[config.mk]
export PLATFORM = sky130hd
export DESIGN_NAME = ea_gen
export DESIGN_NICKNAME = d
export VERILOG_FILES = /design/src/rtl/ea_gen_pkg.sv /design/src/rtl/ea_step.sv /design/src/rtl/ea_index.sv /design/src/rtl/ea_align.sv /design/src/rtl/ea_gen.sv
export SDC_FILE = /design/constraint.sdc
export NUM_CORES = 1
export LEC_CHECK = 0
export BUFFER_PORTS_ARGS = -buffer_cell sky130_fd_sc_hd__buf_2
export CELL_PAD_IN_SITES_DETAIL_PLACEMENT = 1
export CELL_PAD_IN_SITES_GLOBAL_PLACEMENT = 2
export CORE_AREA = 2 2 277 279
export CTS_CLUSTER_DIAMETER = 60
export DETAILED_ROUTE_END_ITERATION = 16
export DIE_AREA = 0 0 279 281
export PLACE_DENSITY_LB_ADDON = 0.1
export SLEW_MARGIN = 15
export SYNTH_ARGS = -nofsm -noshare
export SYNTH_HDL_FRONTEND = slang
export SYNTH_SLANG_ARGS = --single-unit
[constraint.sdc]
create_clock -name clk_i -period 0.8 [get_ports clk_i]
set_input_delay 0.12 -clock clk_i [delete_from_list [all_inputs] [get_ports clk_i]]
set_output_delay 0.12 -clock clk_i [all_outputs]
set_load 0.02 [all_outputs]
[src/rtl/ea_gen_pkg.sv]
package ea_gen_pkg;
  typedef enum logic [2:0] {
    M_IND    = 3'd0,
    M_POSTINC = 3'd1,
    M_PREDEC = 3'd2,
    M_DISP   = 3'd3,
    M_INDEX  = 3'd4,
    M_PCDISP = 3'd5,
    M_PCIDX  = 3'd6,
    M_ABS    = 3'd7
  } ea_mode_e;

  typedef enum logic [1:0] {
    SZ_BYTE = 2'd0,
    SZ_WORD = 2'd1,
    SZ_LONG = 2'd2,
    SZ_RSVD = 2'd3
  } ea_size_e;
endpackage

[src/rtl/ea_step.sv]
module ea_step #(
  parameter int RW = 3,
  parameter int AW = 32
) (
  input  logic [1:0]    size_i,
  input  logic [RW-1:0] reg_i,
  output logic [AW-1:0] step_o
);
  localparam logic [RW-1:0] SP_REG = {RW{1'b1}};
  always_comb begin
    unique case (size_i)
      2'd0:    step_o = (reg_i == SP_REG) ? AW'(2) : AW'(1);
      2'd1:    step_o = AW'(2);
      default: step_o = AW'(4);
    endcase
  end
endmodule

[src/rtl/ea_index.sv]
module ea_index #(
  parameter int NREG = 8,
  parameter int AW   = 32,
  localparam int RW  = $clog2(NREG)
) (
  input  logic [NREG*AW-1:0] areg_i,
  input  logic [NREG*AW-1:0] dreg_i,
  input  logic [RW:0]        sel_i,
  input  logic               long_i,
  output logic [AW-1:0]      idx_o
);
  logic [AW-1:0] raw;
  always_comb begin
    if (sel_i[RW]) raw = areg_i[sel_i[RW-1:0]*AW +: AW];
    else           raw = dreg_i[sel_i[RW-1:0]*AW +: AW];
    idx_o = long_i ? raw : {{(AW-16){raw[15]}}, raw[15:0]};
  end
endmodule

[src/rtl/ea_align.sv]
module ea_align (
  input  logic [1:0] size_i,
  input  logic       lsb_i,
  output logic       err_o
);
  assign err_o = (size_i != 2'd0) && lsb_i;
endmodule

[src/rtl/ea_gen.sv]
module ea_gen
  import ea_gen_pkg::*;
#(
  parameter int NREG  = 8,
  parameter int AW    = 32,
  parameter int BUS_W = 24,
  parameter int PC_EXT = 2,
  localparam int RW   = $clog2(NREG)
) (
  input  logic               clk_i,
  input  logic               rst_ni,
  input  logic               valid_i,
  input  logic [2:0]         mode_i,
  input  logic [1:0]         size_i,
  input  logic [RW-1:0]      base_sel_i,
  input  logic [RW:0]        idx_sel_i,
  input  logic               idx_long_i,
  input  logic [15:0]        disp16_i,
  input  logic [7:0]         disp8_i,
  input  logic [AW-1:0]      abs_i,
  input  logic [AW-1:0]      pc_i,
  input  logic [NREG*AW-1:0] areg_i,
  input  logic [NREG*AW-1:0] dreg_i,
  output logic               valid_o,
  output logic [AW-1:0]      ea_o,
  output logic [BUS_W-1:0]   addr_bus_o,
  output logic               addr_err_o,
  output logic               upd_we_o,
  output logic [RW-1:0]      upd_sel_o,
  output logic [AW-1:0]      upd_val_o
);
  logic [AW-1:0] base, pc_ext, step, idx, d16, d8;
  logic [AW-1:0] ea_c, upd_c;
  logic          err_c, auto_c;
  ea_mode_e      mode;

  assign mode   = ea_mode_e'(mode_i);
  assign base   = areg_i[base_sel_i*AW +: AW];
  assign pc_ext = pc_i + AW'(PC_EXT);
  assign d16    = {{(AW-16){disp16_i[15]}}, disp16_i};
  assign d8     = {{(AW-8){disp8_i[7]}}, disp8_i};

  ea_step #(.RW(RW), .AW(AW)) u_step (
    .size_i(size_i), .reg_i(base_sel_i), .step_o(step)
  );

  ea_index #(.NREG(NREG), .AW(AW)) u_index (
    .areg_i(areg_i), .dreg_i(dreg_i), .sel_i(idx_sel_i),
    .long_i(idx_long_i), .idx_o(idx)
  );

  always_comb begin
    upd_c  = base;
    auto_c = 1'b0;
    unique case (mode)
      M_IND:     ea_c = base;
      M_POSTINC: begin ea_c = base; upd_c = base + step; auto_c = 1'b1; end
      M_PREDEC:  begin ea_c = base - step; upd_c = base - step; auto_c = 1'b1; end
      M_DISP:    ea_c = base + d16;
      M_INDEX:   ea_c = base + idx + d8;
      M_PCDISP:  ea_c = pc_ext + d16;
      M_PCIDX:   ea_c = pc_ext + idx + d8;
      M_ABS:     ea_c = abs_i;
      default:   ea_c = abs_i;
    endcase
  end

  ea_align u_align (.size_i(size_i), .lsb_i(ea_c[0]), .err_o(err_c));

  always_ff @(posedge clk_i or negedge rst_ni) begin
    if (!rst_ni) begin
      valid_o    <= 1'b0;
      ea_o       <= '0;
      addr_bus_o <= '0;
      addr_err_o <= 1'b0;
      upd_we_o   <= 1'b0;
      upd_sel_o  <= '0;
      upd_val_o  <= '0;
    end else begin
      valid_o    <= valid_i;
      ea_o       <= ea_c;
      addr_bus_o <= ea_c[BUS_W-1:0];
      addr_err_o <= valid_i && err_c;
      upd_we_o   <= valid_i && auto_c && !err_c;
      upd_sel_o  <= base_sel_i;
      upd_val_o  <= upd_c;
    end
  end
endmodule

==> results of run 1 <==
-- repair_timing --
action | 4_1_cts | 5_1_grt
hold buffers | 2 | 0
cloned | 9 | 0
hold endpoints to repair | 72 | 0
resized for setup | 443 | 352
pin swaps | 188 | 168
setup buffers | 99 | 48
endpoints found under the setup margin | 160 | 160
-- cells in the final DEF (no fill, tap or decap), types with 49 or more instances in the layout --
| cell type | netlist | layout |
|---|---|---|
| fa_1 | 67 | 55 |
| buf_6 | 7 | 185 |
| inv_1 | 106 | 78 |
| a21oi_1 | 139 | 90 |
| nor2_1 | 186 | 163 |
| mux4_2 | 219 | 220 |
| buf_2 | 11 | 604 |
| nand2_1 | 192 | 157 |
| dfrtp_1 | 70 | 58 |
| nand3_1 | 62 | 49 |
| ha_1 | 98 | 64 |
| buf_4 | 28 | 844 |
-- worst min path at each step --
stage	from	end	slack, ns	cells after the start
global placement	rst_ni	valid_o	-0.04	1
floorplan	rst_ni	addr_bus_o[0]	-0.18	0
global route	rst_ni	valid_o	0.11	2
detailed placement	rst_ni	valid_o	-0.04	1
finish	rst_ni	valid_o	0.10	2
CTS	rst_ni	valid_o	0.09	2
-- state kept, by name, summed over array words and instances, names as in the netlist --
signal      flops
upd_val_o      32
ea_o            9
upd_we_o        1
upd_sel_o       3
addr_err_o      1
valid_o         1
addr_bus_o     23
-- cells by family after synthesis --
family	after synthesis
AOI/OAI and AO/OA	506
and+or+nand+nor	665
DFF	70
xor gates and xnor gates	119
muxes	286
adders and majority gates	165
buffers and inverters	251
-- metal layers --
| layer | track usage [%] | wire length [um] | vias to the layer above |
|---|---|---|---|
| li1 | - | - | 11100 |
| met1 | 46.3 | 61100 | 13100 |
| met3 | 4.25 | 6980 | 255 |
| met5 | 0 | 38 | - |
| met2 | 61.4 | 70100 | 944 |
| met4 | 14.0 | 6930 | 6 |
-- worst max-delay path, stage by stage --
cell      delay [ns]
buf_16          0.15
buf_12          0.13
buf_12          0.10
buf_12          0.10
mux4_2          0.49
mux4_2          0.55
fa_2            0.42
ha_4            0.18
inv_2           0.05
fa_2            0.22
nor2b_4         0.05
o31a_1          0.26
o211ai_1        0.36
a21oi_2         0.10
buf_6           0.15
buf_6           0.11
o211ai_1        0.16
buf_4           0.17
a211oi_2        0.07
or3_1           0.38
a21oi_2         0.13
nand4b_1        0.11
-- synthesized netlist by cell type, types with 18 or more instances --
master,number,area (um^2)
and3_1,27,169
inv_1,106,398
mux2i_1,42,420
o21ai_0,92,460
a21oi_1,139,696
a31oi_1,18,113
a211oi_1,27,203
nor3_1,59,295
fa_1,67,1340
ha_1,98,1230
buf_4,28,210
buf_1,18,67.6
nand4_1,18,113
mux4_2,219,4930
nor2_1,186,698
clkbuf_1,74,278
or3_1,19,119
xor2_1,53,464
o211ai_1,26,195
o21a_1,18,135
a21o_1,30,225
xnor2_1,66,578
nand2_1,192,721
dfrtp_1,70,1750
nand3_1,62,310
-- where the power goes --
group | internal [uW] | total [uW] | leakage [uW] | switching, uW
Sequential | 4310 | 5240 | 0.000815 | 925
Clock | 2210 | 4470 | 0.000146 | 2260
Combinational | 26100 | 53000 | 0.0151 | 27000
-- area by class of cell --
| cell class | count | area [um^2] |
|---|---|---|
| Tap cell | 978 | 1220 |
| Clock buffer | 9 | 225 |
| Sequential cell | 70 | 1770 |
| Fill cell | 8717 | 40200 |
| Multi-Input combinational cell | 1741 | 18600 |
| Clock inverter | 7 | 66.3 |
| Timing Repair Buffer | 1699 | 12800 |
| Inverter | 112 | 437 |
| Antenna cell | 33 | 82.6 |
-- stage by stage --
stage               cell area, um^2  TNS, ns  utilization [%]  instances  setup slack, ns
CTS                           33600  -198.79             44.5       4590            -3.38
global placement              30500  -209.05             40.4       4495            -4.28
finish                        35200  -202.23             46.7       4649            -3.48
detailed placement            30500  -211.27             40.4       4495            -4.38
floorplan                     19800  -180.05                -       2062            -3.47
global route                  35200  -209.34             46.7       4646            -3.60
==> run metrics, run 1 <==
failing checks negative setup slack; worst-case clock buffer depth 2; CTS Sinks 70; routed vias around 25000; layout cells sized above 1 around 65%; Routed WL 145 mm; RePlAce Congestion 1.02; I/O Buffers 709; die width approximately 280 um; max-slew violations 0; Simple-Gate Fraction of Synth Area 16.8%; detailed-route vias per instance roughly 5.5; root buffer cell clkbuf_16; total power draw 62700 uW; Top-Level Pins between 700 and 800; Post-Synthesis Cells 2062; DR iter-0 viols between 1500 and 2000; All-Layer GR Usage about 36%; critical path startpoint idx_sel_i[3]; core box area around 75000 um^2; unrepaired setup endpoints after global routing true; Hold WC Path Type input port to async pin; first-pass GRT wire length between 200 and 250 mm; Area growth syn-to-layout 87.7%; Net Count, Synth between 2000 and 3000; num rows ~100; CTS buffer count 9; Final ANT Viol Nets 0; Async SR Flop Fraction 100%; initial antenna violation count 65; CTS tree built; Seq cells post-synth 70; EDFF count, synth 0; Worst EP arrival between 4 and 5 ns; WS Path Type input port to register; CP endpoint ea_o[31]; Fmax 0.233 GHz; Synth Area in Compound Gates around 18%; P_leak roughly 0.016 uW; Final Hold Viols 0; H-tree depth 3; WL/cell 31.2 um; vias in the first global route around 28000; Die Span Y roughly 280 um; final worst slack -3.48 ns; post-synthesis adder-cell area fraction around 14%; Worst setup EP type register; maxcap violations 0; drt drc 0; largest net degree at the start of global routing 55; most common flop cell mapped by yosys dfrtp_1; total gr overflow 0; Mapped Area 18800 um^2; largest family of logic cells by synthesized area multiplexers; XOR/XNOR Fraction of Synth Area 5.56%; NumNets Final about 4400; syn avg cell area between 9 and 10 um^2; synth unique cells 85; Reg clk slew, reported paths 0.08 ns; Initial Util between 20% and 30%; WP data required around 1.1 ns; worst slew pin tran between 0.6 and 0.7 ns; status finished with violations; crit-path max FO 7; min cycle time layout 4.28 ns; Setup violations, final 160; die footprint ~80000 um^2; sequential area share after synthesis a little under a tenth; PD cells roughly 1800 nW/um^2; DP HPWL 126 mm; WHS slightly above 0.1 ns; maximum VDD drop roughly 0.0011 V; period utilisation layout 535%; Slew headroom a little under three fifths; CP Launch Type input port; drt pass-1 iters 7; multiplexer area fraction after synthesis a little under a third; yosys warns 0
(Power assumes the default switching activity.)
==> inputs of run 2 (changes only) <==
- CTS_CLUSTER_DIAMETER: 60 -> unset
- GPL_TIMING_DRIVEN: unset -> 0
- RECOVER_POWER: unset -> 50
==> run 2 against run 1 <==
Compared with the run above: the run ends with negative hold slack, negative setup slack left; clock power is 7.8% higher; sequential power shrank 5.7%; non-clock buffer count fell by 640; largest power group unchanged.
==> run metrics, run 2 (synthesis gave the netlist of run 1 again) <==
crit-path max FO 7 (unchanged); largest net degree at the start of global routing 53 (was 55); RePlAce Congestion 0.975 (was 1.02); WS Path Type input port to register (unchanged); Buf/Inv on CP 10 (was 8); Reg clk slew, reported paths 0.08 ns (about the same); H-tree depth 3 (unchanged); GR met1 Demand/Resource 44.8% (was 46.3%); total gr overflow 0 (unchanged); Area growth syn-to-layout 61.2% (was 87.7%); Hold WC Path Type input port to async pin (unchanged); final worst slack -3.79 ns (was -3.48 ns); die footprint 78400 um^2 (unchanged); first-pass GRT wire length 198 mm (was 201 mm); Final ANT Viol Nets 0 (unchanged); worst path cell trace buf_8 > buf_12 > clkbuf_16 > buf_16 > mux4_2 > mux4_2 > inv_2 > fa_1 > inv_2 > ha_4 > inv_2 > fa_2 > nor2b_4 > o31a_1 > o211ai_1 > buf_4 > a21oi_4 > buf_12 > o211ai_1 > buf_4 > a21boi_2 > mux2i_2 > o41ai_2 > a22oi_2 (was buf_16 > buf_12 > buf_12 > buf_12 > mux4_2 > mux4_2 > fa_2 > ha_4 > inv_2 > fa_2 > nor2b_4 > o31a_1 > o211ai_1 > a21oi_2 > buf_6 > buf_6 > o211ai_1 > buf_4 > a211oi_2 > or3_1 > a21oi_2 > nand4b_1); critical path's top delay family multiplexers (was compound AO/OA/AOI/OAI gates); fin cells 4021 (was 4649); die width 279 um (unchanged); failing checks negative hold slack, negative setup slack (was negative setup slack); routed vias 23200 (was 25400); worst slew pin tran 1.25 ns (was 0.633 ns); Die Span Y 281 um (unchanged); Worst setup EP type register (unchanged); Slew headroom 16.1% (was 56.6%); CTS Sinks 70 (unchanged); P_leak 0.0128 uW (was 0.0161 uW); placed instance count 3750 (was 4495); Fillers 8607 (was 8717); min cycle time layout 4.59 ns (was 4.28 ns); WHS -0.289 ns (was 0.101 ns); highest-delay cell along the critical path mux4_2 (unchanged); Final Hold Viols 18 (was 0); maxcap violations 0 (unchanged); PD cells 1780 nW/um^2 (about the same); detailed-route vias per instance 5.78 (was 5.46); unrepaired setup endpoints after global routing true (unchanged); CP most frequent cell inv_2 (was buf_12); Worst EP arrival 4.88 ns (was 4.60 ns); Largest regs upd_val_o x32, addr_bus_o x23, ea_o x9 (unchanged); root buffer cell clkbuf_16 (unchanged); maximum VDD drop 0.00128 V (was 0.00109 V); Fmax 0.218 GHz (was 0.233 GHz); drt drc 0 (unchanged); period utilisation layout 573% (was 535%); NumNets Final 3774 (was 4414); Initial Util 24.9% (unchanged); DP HPWL 124 mm (was 126 mm); DR iter-0 viols 1650 (was 1716); WL/cell 36.2 um (was 31.2 um); largest register by flop count upd_val_o (unchanged); status finished with violations (unchanged); WP data required 1.09 ns (was 1.11 ns); commonest non-fill, non-tap cell in the layout buf_2 (was buf_4); core box area 75400 um^2 (unchanged); CTS tree built (unchanged); drt pass-1 iters 5 (was 7); hold_buf cts 4 (was 2); CP Launch Type input port (unchanged); GR peak layer met2 (unchanged); met2 usage 61.9% (was 61.4%); CTS buffer count 9 (unchanged); Setup violations, final 160 (unchanged); Routed WL 146 mm (was 145 mm); layout cells sized above 1 56.5% (was 65.3%); vias in the first global route 24500 (was 27600); All-Layer GR Usage 36.2% (was 35.9%); flip-flop count of the largest register after layout 32 (unchanged); num rows 101 (unchanged); Top-Level Pins 710 (unchanged); I/O Buffers 705 (was 709); most frequent cells in the layout buf_2, mux4_2, buf_4 (was buf_4, buf_2, mux4_2); Crit path largest cell delay 0.58 ns (was 0.55 ns); initial antenna violation count 75 (was 65); worst-case clock buffer depth 2 (unchanged); max-slew violations 0 (unchanged); met3 Use GR 5.30% (was 4.25%)
run 2: what timing repair did:
action                                 4_1_cts  5_1_grt
endpoints found under the hold margin       57       30
cloned                                       6        0
buffers inserted                           148       66
gates resized for setup                    635      159
setup endpoints to repair                  160      160
pin swaps                                  144       97
run 2: path summary, 6_finish.rpt:
| kind | start | end | slack, ns | cells after the start |
|---|---|---|---|---|
| setup / recovery | idx_sel_i[3] | ea_o[23] | -3.79 | 24 |
| hold / removal | rst_ni | upd_we_o | -0.29 | 1 |
| max in group asynchronous | rst_ni | addr_bus_o[18] | 0.09 | 2 |
| min in group clk_i | abs_i[2] | addr_bus_o[2] | 0.17 | 3 |
run 2: layout make-up:
| cell class | instances | area (um^2) | area share [%] |
|---|---|---|---|
| Inverter | 112 | 453 | 1.50 |
| Multi-Input combinational cell | 1741 | 18500 | 61.3 |
| Antenna cell | 45 | 113 | 0.372 |
| Buffer | 131 | 1590 | 5.26 |
| Tap cell | 978 | 1220 | 4.05 |
| Clock buffer | 9 | 225 | 0.745 |
| Timing Repair Buffer | 928 | 6230 | 20.6 |
| Sequential cell | 70 | 1760 | 5.81 |
| Clock inverter | 7 | 97.6 | 0.323 |
run 2: metal layers:
layer / up-vias / share of wire [%]
met4: 20 / 5.5
li1: 9813 / -
met1: 12100 / 40
met3: 309 / 5.5
met5: - / 0.082
met2: 1029 / 48
run 2: per-stage QoR:
stage | setup TNS, ns | worst slack, ns | power (uW) | util (%) | area [um^2]
floorplan | -180.05 | -3.47 | 26000 | - | 19800
global placement | -360.57 | -5.90 | 37800 | 32.5 | 24500
detailed placement | -291.93 | -5.93 | 38100 | 32.6 | 24600
CTS | -223.33 | -3.71 | 50400 | 38.4 | 29000
global route | -230.86 | -3.87 | 56500 | 40.0 | 30200
finish | -223.84 | -3.79 | 53700 | 40.1 | 30200
run 2: where the power goes:
group	internal (uW)	total, uW	switching [uW]
sequential	4290	4940	646
clock	2740	4820	2080
combinational	19600	44000	24300
